--- config.mk ---
export PLATFORM = sky130hd
export DESIGN_NAME = instrFetch
export DESIGN_NICKNAME = d
export VERILOG_FILES = /design/src/rtl/fetchPkg.sv /design/src/rtl/fetchCtrl.sv /design/src/rtl/fetchPath.sv /design/src/rtl/instrFetch.sv
export SDC_FILE = /design/constraint.sdc
export NUM_CORES = 1
export LEC_CHECK = 0
export ABC_AREA = 1
export BUFFER_PORTS_ARGS = -buffer_cell sky130_fd_sc_hd__buf_2
export CORE_ASPECT_RATIO = 0.75
export CORE_MARGIN = 2
export CORE_UTILIZATION = 23
export CTS_CLUSTER_SIZE = 24
export DETAILED_ROUTE_END_ITERATION = 8
export PLACE_DENSITY = 0.42
export SLEW_MARGIN = 10
export SYNTH_ARGS = -nofsm -noshare
export SYNTH_HDL_FRONTEND = slang
export SYNTH_SLANG_ARGS = --single-unit
--- constraint.sdc ---
create_clock -name clk -period 1.6 [get_ports clk]
set_input_delay 0.32 -clock clk [delete_from_list [all_inputs] [get_ports clk]]
set_output_delay 0.32 -clock clk [all_outputs]
set_load 0.005 [all_outputs]
--- src/rtl/fetchPkg.sv ---
package fetchPkg;

  // Strobes passed from the control flags to the datapath registers.
  typedef struct packed {
    logic issueRd;      // request a word at the current program counter
    logic captureWord;  // storage data arrives for the outstanding read
    logic handOff;      // held word transfers downstream this cycle
  } fetchStrobes_t;

endpackage

--- src/rtl/fetchCtrl.sv ---
module fetchCtrl
  import fetchPkg::*;
(
  input  logic          clk,
  input  logic          rstN,
  input  logic          memValid,
  input  logic          nextReady,
  output fetchStrobes_t strb,
  output logic          holding
);

  logic pending;
  logic held;

  always_comb begin
    strb.issueRd     = !pending && !held;
    strb.captureWord = pending && memValid;
    strb.handOff     = held && nextReady;
  end

  always_ff @(posedge clk or negedge rstN) begin
    if (!rstN) begin
      pending <= 1'b0;
      held    <= 1'b0;
    end else begin
      if (strb.issueRd)
        pending <= 1'b1;
      else if (strb.captureWord)
        pending <= 1'b0;

      if (strb.captureWord)
        held <= 1'b1;
      else if (strb.handOff)
        held <= 1'b0;
    end
  end

  assign holding = held;

endmodule

--- src/rtl/fetchPath.sv ---
module fetchPath
  import fetchPkg::*;
#(
  parameter int ADDR_W  = 16,
  parameter int DATA_W  = 32,
  parameter int STAMP_W = 32
) (
  input  logic               clk,
  input  logic               rstN,
  input  fetchStrobes_t      strb,
  input  logic [DATA_W-1:0]  memData,
  output logic [ADDR_W-1:0]  pc,
  output logic               outValid,
  output logic [DATA_W-1:0]  outWord,
  output logic [STAMP_W-1:0] outStamp
);

  localparam logic [ADDR_W-1:0]  PC_STEP   = ADDR_W'(1);
  localparam logic [STAMP_W-1:0] CYC_STEP  = STAMP_W'(1);

  logic [DATA_W-1:0]  heldWord;
  logic [STAMP_W-1:0] cycleCnt;

  always_ff @(posedge clk or negedge rstN) begin
    if (!rstN) cycleCnt <= '0;
    else       cycleCnt <= cycleCnt + CYC_STEP;
  end

  always_ff @(posedge clk or negedge rstN) begin
    if (!rstN) begin
      pc       <= '0;
      heldWord <= '0;
    end else begin
      if (strb.captureWord) heldWord <= memData;
      if (strb.handOff)     pc       <= pc + PC_STEP;
    end
  end

  always_ff @(posedge clk or negedge rstN) begin
    if (!rstN) begin
      outValid <= 1'b0;
      outWord  <= '0;
      outStamp <= '0;
    end else begin
      outValid <= strb.handOff;
      if (strb.handOff) begin
        outWord  <= heldWord;
        outStamp <= cycleCnt;
      end
    end
  end

endmodule

--- src/rtl/instrFetch.sv ---
module instrFetch
  import fetchPkg::*;
#(
  parameter int ADDR_W  = 16,
  parameter int DATA_W  = 32,
  parameter int STAMP_W = 32
) (
  input  logic               clk,
  input  logic               rstN,
  output logic               memReq,
  output logic [ADDR_W-1:0]  memAddr,
  input  logic               memValid,
  input  logic [DATA_W-1:0]  memData,
  input  logic               nextReady,
  output logic               statusOk,
  output logic               outValid,
  output logic [DATA_W-1:0]  outWord,
  output logic [STAMP_W-1:0] outStamp
);

  fetchStrobes_t strb;
  logic          holding;

  fetchCtrl ctrl (
    .clk       (clk),
    .rstN      (rstN),
    .memValid  (memValid),
    .nextReady (nextReady),
    .strb      (strb),
    .holding   (holding)
  );

  fetchPath #(
    .ADDR_W  (ADDR_W),
    .DATA_W  (DATA_W),
    .STAMP_W (STAMP_W)
  ) path (
    .clk      (clk),
    .rstN     (rstN),
    .strb     (strb),
    .memData  (memData),
    .pc       (memAddr),
    .outValid (outValid),
    .outWord  (outWord),
    .outStamp (outStamp)
  );

  assign memReq   = strb.issueRd;
  assign statusOk = holding;

endmodule

==> impl_metrics.toml, run 1 <==
[final_layout]
stdcell_count = 1231
syn_to_final_growth_pct = 27.5
nets = 905
num_antenna_cells = 0
drive_above_1_share = 0.214
final_area_um2 = 7930

[clock_tree]
cts-htree-levels = 4
post_cts_buffers = 0
path_clk_slew_ns = 0.07
worstSkewPairLatency_ns = 0.44
cts_tree = "done"
numCtsBuffers = 17
cts.sinks = 147
cts_root_buf = "clkbuf_16"
clk_path_buf_depth = 2

[floorplan]
die_h_um = 146
initial_utilization = 0.232
core.rowCount = 52
core-area_um2 = 26700
chipWidth_um = 194
pin_count = 119
die_area_um2 = 28400

[synth]
avgSynthCellArea_um2 = 8.47
syn_nets = 772
ys_ff_latch = 147
synth.distinct_cells = 24
synth_area_um2 = 6210
yosysSeqAreaShare = 0.592
postSynthCellCount = 734
synth_warnings = 0

[flow_run]
max-cap-violations = 0

[route]
drt-vias-per-instance = 4.03
ant_nets = 0
drt_pass1_iterations = 4
drt_first_iter_violations = 288
num_vias = 4966
wirelength_mm = 16.7
remaining_drc_errors = 0
wire_per_inst_um = 13.6

[place]
portBuffers = 118
place.gp.congestion = 0.776
hpwl_mm = 12.0
place_inst = 1198
place_area_um2 = 7330

[global_routing]
grt_pass1_wl_mm = 27.6
gr-total-overflow = 0
gr-usage-all-layers = 0.125
grt_max_degree = 52
antenna_found_initial = 0
grt_pass1_vias = 5019

[critical_path]
worstSetupStartpoint = "ctrl.holding"
critical_path_arrival_ns = 1.11
criticalPathCategory = "reg2out"
start_kind = "flop"
end_kind = "output port"
r2r_start = "path.pc[0]"
critPathRequiredTime_ns = 1.28
worst_r2r_path_depth = 5
critPathMaxFanout = 5
r2r_end = "path.pc[10]"
rrSetupSlack_ns = 0.21

[sta]
skew_ns = 0.00956
maxSlewViolCount = 0
min_period_ns = 1.43
setup_viol = 0
hold_viol = 0
post-route-period-util = 0.896
setup-tns-final_ns = 0
relSlewSlack = 0.739
holdWs_ns = 0.0729
fmax_ghz = 0.698
worst_pin_slew_ns = 0.391
rsz0062_at_grt = "no"

[power]
total_power_mw = 11.1
p_leak_nw = 4.13
power-per-cell-area_nw_per_um2 = 1400
ir_drop_mv = 0.730

[min_path]
min_path_cells = 3
min-delay-start = "memData[24]"
min_path_type = "in2reg"
hold_path_end = "path.heldWord[24]"

[status]
run_status = "completed"
what timing repair did:
action / CTS / global route
endpoints found under the setup margin: 0 / 2
resized for setup: 0 / 2
hold endpoints to repair: 29 / 0
hold buffers: 1 / 0
per-layer routing:
layer	GRT usage	vias to the layer above	part of all wire
li1	-	2512	-
met1	0.179	2320	0.52
met2	0.181	114	0.42
met3	0.0377	20	0.054
met4	0.0352	0	0.011
met5	0	-	0
worst max path at each step:
stage	slack (ns)	to	cells after the start
floorplan	0.33	path.cycleCnt[18]	6
detailed placement	0.18	path.cycleCnt[25]	7
global route	0.06	path.cycleCnt[31]	7
CTS	0.14	memReq	2
global placement	0.21	path.cycleCnt[25]	7
finish	0.17	memReq	2
layout make-up:
| type | count | area, um2 |
|---|---|---|
| Clock buffer | 19 | 453 |
| Clock inverter | 13 | 125 |
| Fill cell | 2897 | 18800 |
| Inverter | 48 | 180 |
| Multi-Input combinational cell | 519 | 2280 |
| Sequential cell | 147 | 3680 |
| Tap cell | 351 | 439 |
| Timing Repair Buffer | 134 | 769 |
logic make-up (layout without fill, tap and decap cells):
kind of cell | count (synthesis) | in the layout | share of synthesized area
and+or+nand+nor | 462 | 462 | 0.301
DFF | 147 | 147 | 0.592
buffers and inverters | 68 | 214 | 0.0431
AOI/OAI and AO/OA | 30 | 30 | 0.0246
xor gates and xnor gates | 25 | 25 | 0.0352
adders and majority gates | 2 | 2 | 0.00403
state kept, by name (all words and copies together) (netlist names):
name,flops
path.outStamp,32
ctrl.pending,1
ctrl.holding,1
path.outWord,32
path.outValid,1
path.cycleCnt,32
path.heldWord,32
path.pc,16
cells in the mapped netlist:
| master | number | area (um2) |
|---|---|---|
| nand2_2 | 1 | 6.26 |
| xor2_1 | 20 | 175 |
| nand3_2 | 4 | 40.0 |
| nand2_1 | 365 | 1370 |
| inv_1 | 45 | 169 |
| clkinv_1 | 1 | 3.75 |
| o21bai_1 | 1 | 7.51 |
| nor2_8 | 1 | 20.0 |
| nor2_1 | 57 | 214 |
| xnor2_1 | 5 | 43.8 |
| o21ai_1 | 2 | 10.0 |
| nand2_4 | 2 | 22.5 |
| nor3_2 | 1 | 10.0 |
| ha_1 | 2 | 25.0 |
| nand4_1 | 4 | 25.0 |
| buf_2 | 10 | 50.1 |
| nor2_4 | 3 | 33.8 |
| dfrtp_1 | 147 | 3680 |
| inv_2 | 2 | 7.51 |
| nand3_1 | 17 | 85.1 |
| nor2_2 | 6 | 37.5 |
| o21ai_0 | 27 | 135 |
| nand3b_1 | 1 | 7.51 |
| clkbuf_1 | 10 | 37.5 |
through the flow:
step | setup slack [ns] | util
floorplan | 0.334 | -
global route | 0.0568 | 0.296
detailed placement | 0.176 | 0.274
global placement | 0.209 | 0.274
finish | 0.166 | 0.296
CTS | 0.142 | 0.296
worst max-delay path: stages, from the launching register on:
cell and delay, ns:
dfrtp_1 0.45, nor2_1 0.12, buf_2 0.11
report_power, final:
part	internal [mW]	switching, mW	leakage, nW
combinational	0.872	1.14	1.96
clock	2.24	1.72	0.274
sequential	4.58	0.548	1.90
total	7.70	3.40	4.13
cell usage in the layout, fill, tap and decap left out, drive strengths merged:
cell type and count:
clkbuf 19, dlygate4sd3 1, nand2 368, xnor2 5
nand3 21, bufinv 1, nand4 4, xor2 20
o21ai 29, nand3b 1, nor2 67, dfrtp 147
o21bai 1, clkinv 5, ha 2, clkinvlp 4
inv 51, buf 133, nor3 1
No activity file was read; power rests on OpenSTA's default activity.
==> run 2: changes to the inputs <==
Settings changed: GPL_TIMING_DRIVEN set to 0.
==> impl_metrics.toml, run 2 (synthesis gave the netlist of run 1 again) <==
[status]
run_status = "completed"

[sta]
relSlewSlack = 0.659
worst_pin_slew_ns = 0.511
maxSlewViolCount = 0
holdWs_ns = 0.0803
fmax_ghz = 0.682
rsz0062_at_grt = "yes"
setup_viol = 0
skew_ns = 0.00983
post-route-period-util = 0.917
min_period_ns = 1.47
hold_viol = 0

[critical_path]
critical_path_arrival_ns = 1.78
critPathMaxFanout = 10
cpMaxStageDelayCell = "dfrtp_1"
end_kind = "flop"
path_cells = "nand2_1, buf_2, buf_4, nor2_1, xor2_1"
critPathRequiredTime_ns = 1.92
crit_path_max_incr_delay_ns = 0.43
criticalPathCategory = "reg2reg"
start_kind = "flop"

[clock_tree]
path_clk_slew_ns = 0.07
cts_root_buf = "clkbuf_16"
cts_tree = "done"
cts-htree-levels = 4
cts.sinks = 147
worstSkewPairLatency_ns = 0.43
numCtsBuffers = 17
clk_path_buf_depth = 2

[route]
drt_pass1_iterations = 5
drt_first_iter_violations = 235
remaining_drc_errors = 0
wirelength_mm = 17.0
num_vias = 4865
wire_per_inst_um = 13.7
drt-vias-per-instance = 3.93
ant_nets = 0

[power]
p_switching_mw = 3.41
share_comb_of_total_power = 0.180
p_int_mw = 8.11
p_leak_nw = 4.16
p_sw_frac = 0.296
power-per-cell-area_nw_per_um2 = 1450
total_power_mw = 11.5
clockPowerShare = 0.381
pwr-share-seq = 0.439
ir_drop_mv = 0.741

[floorplan]
pin_count = 119
die_h_um = 146
die_area_um2 = 28400
initial_utilization = 0.232
core-area_um2 = 26700
core.rowCount = 52
chipWidth_um = 194

[final_layout]
nets = 912
fill_cells = 2889
final_cell_mix = "nand2_1, dfrtp_1, buf_2, nor2_1, inv_1"
drive_above_1_share = 0.215
layout_commonest_cell = "nand2_1"
syn_to_final_growth_pct = 28.1
multi_input_comb_area_um2 = 2280
regArea_um2 = 3680

[global_routing]
antenna_found_initial = 0
grt_pass1_vias = 5012
gr-usage-all-layers = 0.127
grt_max_degree = 87
grt_pass1_wl_mm = 28.0
gr-total-overflow = 0

[min_path]
min_path_type = "in2reg"

[place]
portBuffers = 118
place.gp.congestion = 0.770
hpwl_mm = 12.3

[flow_run]
max-cap-violations = 0
## run 2: cell count changes in the layout (fill, tap and decap cells not counted), sizes merged
| cell | change |
|---|---|
| clkinvlp | -2 |
| buf | -3 |
| clkbuf | +9 |
| diode | +1 |
| bufinv | +3 |
## run 2: path summary, 6_finish.rpt
| kind | slack [ns] | startpoint | endpoint | cells after the start |
|---|---|---|---|---|
| min in group asynchronous | 0.43 | rstN | path.pc[10] | 2 |
| min | 0.08 | memData[27] | path.heldWord[27] | 3 |
| max in group asynchronous | 0.34 | rstN | path.cycleCnt[21] | 3 |
| max reg2reg | 0.13 | ctrl.holding | path.pc[3] | 5 |
| max | 0.13 | ctrl.holding | path.pc[3] | 5 |
| min reg2reg | 0.47 | path.heldWord[25] | path.outWord[25] | 2 |
## run 2: layer usage
metal | global-route usage | up-vias | share of wire | routed length, um
met2 | 0.176 | 93 | 0.41 | 6980
met4 | 0.0398 | 0 | 0.0073 | 125
met1 | 0.192 | 2237 | 0.54 | 9110
met5 | 0 | - | 0 | 0
li1 | - | 2527 | - | -
met3 | 0.0307 | 8 | 0.048 | 809
## run 2: power by group through the flow
stage                     clock [mW]  combinational [mW]  sequential, mW
after CTS                       4.52                2.14            5.07
after detailed placement           0                2.13            5.13
after floorplan                    0               0.996            5.12
after global routing            4.69                2.42            5.18
after global placement             0                2.10            5.13
final                           4.39                2.08            5.06
## run 2: area by class of cell
class | instances | share of cell area
Sequential cell | 147 | 0.462
Antenna cell | 1 | 0.000314
Buffer | 20 | 0.0124
Inverter | 48 | 0.0226
Timing Repair Buffer | 121 | 0.0811
Clock buffer | 18 | 0.0552
Clock inverter | 14 | 0.0251
Multi-Input combinational cell | 519 | 0.286
Tap cell | 351 | 0.0552
## run 2: through the flow
| step | utilization | instance area, um2 | std cells | TNS, ns | worst slack, ns |
|---|---|---|---|---|---|
| floorplan | - | 6210 | 734 | 0 | 0.334 |
| global placement | 0.271 | 7240 | 1203 | -324.37 | -2.23 |
| detailed placement | 0.272 | 7280 | 1204 | -0.106 | -0.0310 |
| CTS | 0.297 | 7930 | 1237 | -0.0929 | -0.0211 |
| global route | 0.298 | 7960 | 1238 | -0.00892 | -0.00496 |
| finish | 0.298 | 7960 | 1239 | 0 | 0.133 |
## run 2: what timing repair did
item | CTS | global route
setup buffers | 0 | 1
gates resized for setup | 1 | 17
hold buffers | 1 | 0
hold endpoints to repair | 61 | 0
endpoints found under the setup margin | 14 | 48
## run 2: critical path: cells and delay by family (launching register included)
family,cells,cell delay [ns]
and+or+nand+nor,2,0.20
buffers and inverters,2,0.59
DFF,1,0.43
xor gates and xnor gates,1,0.14
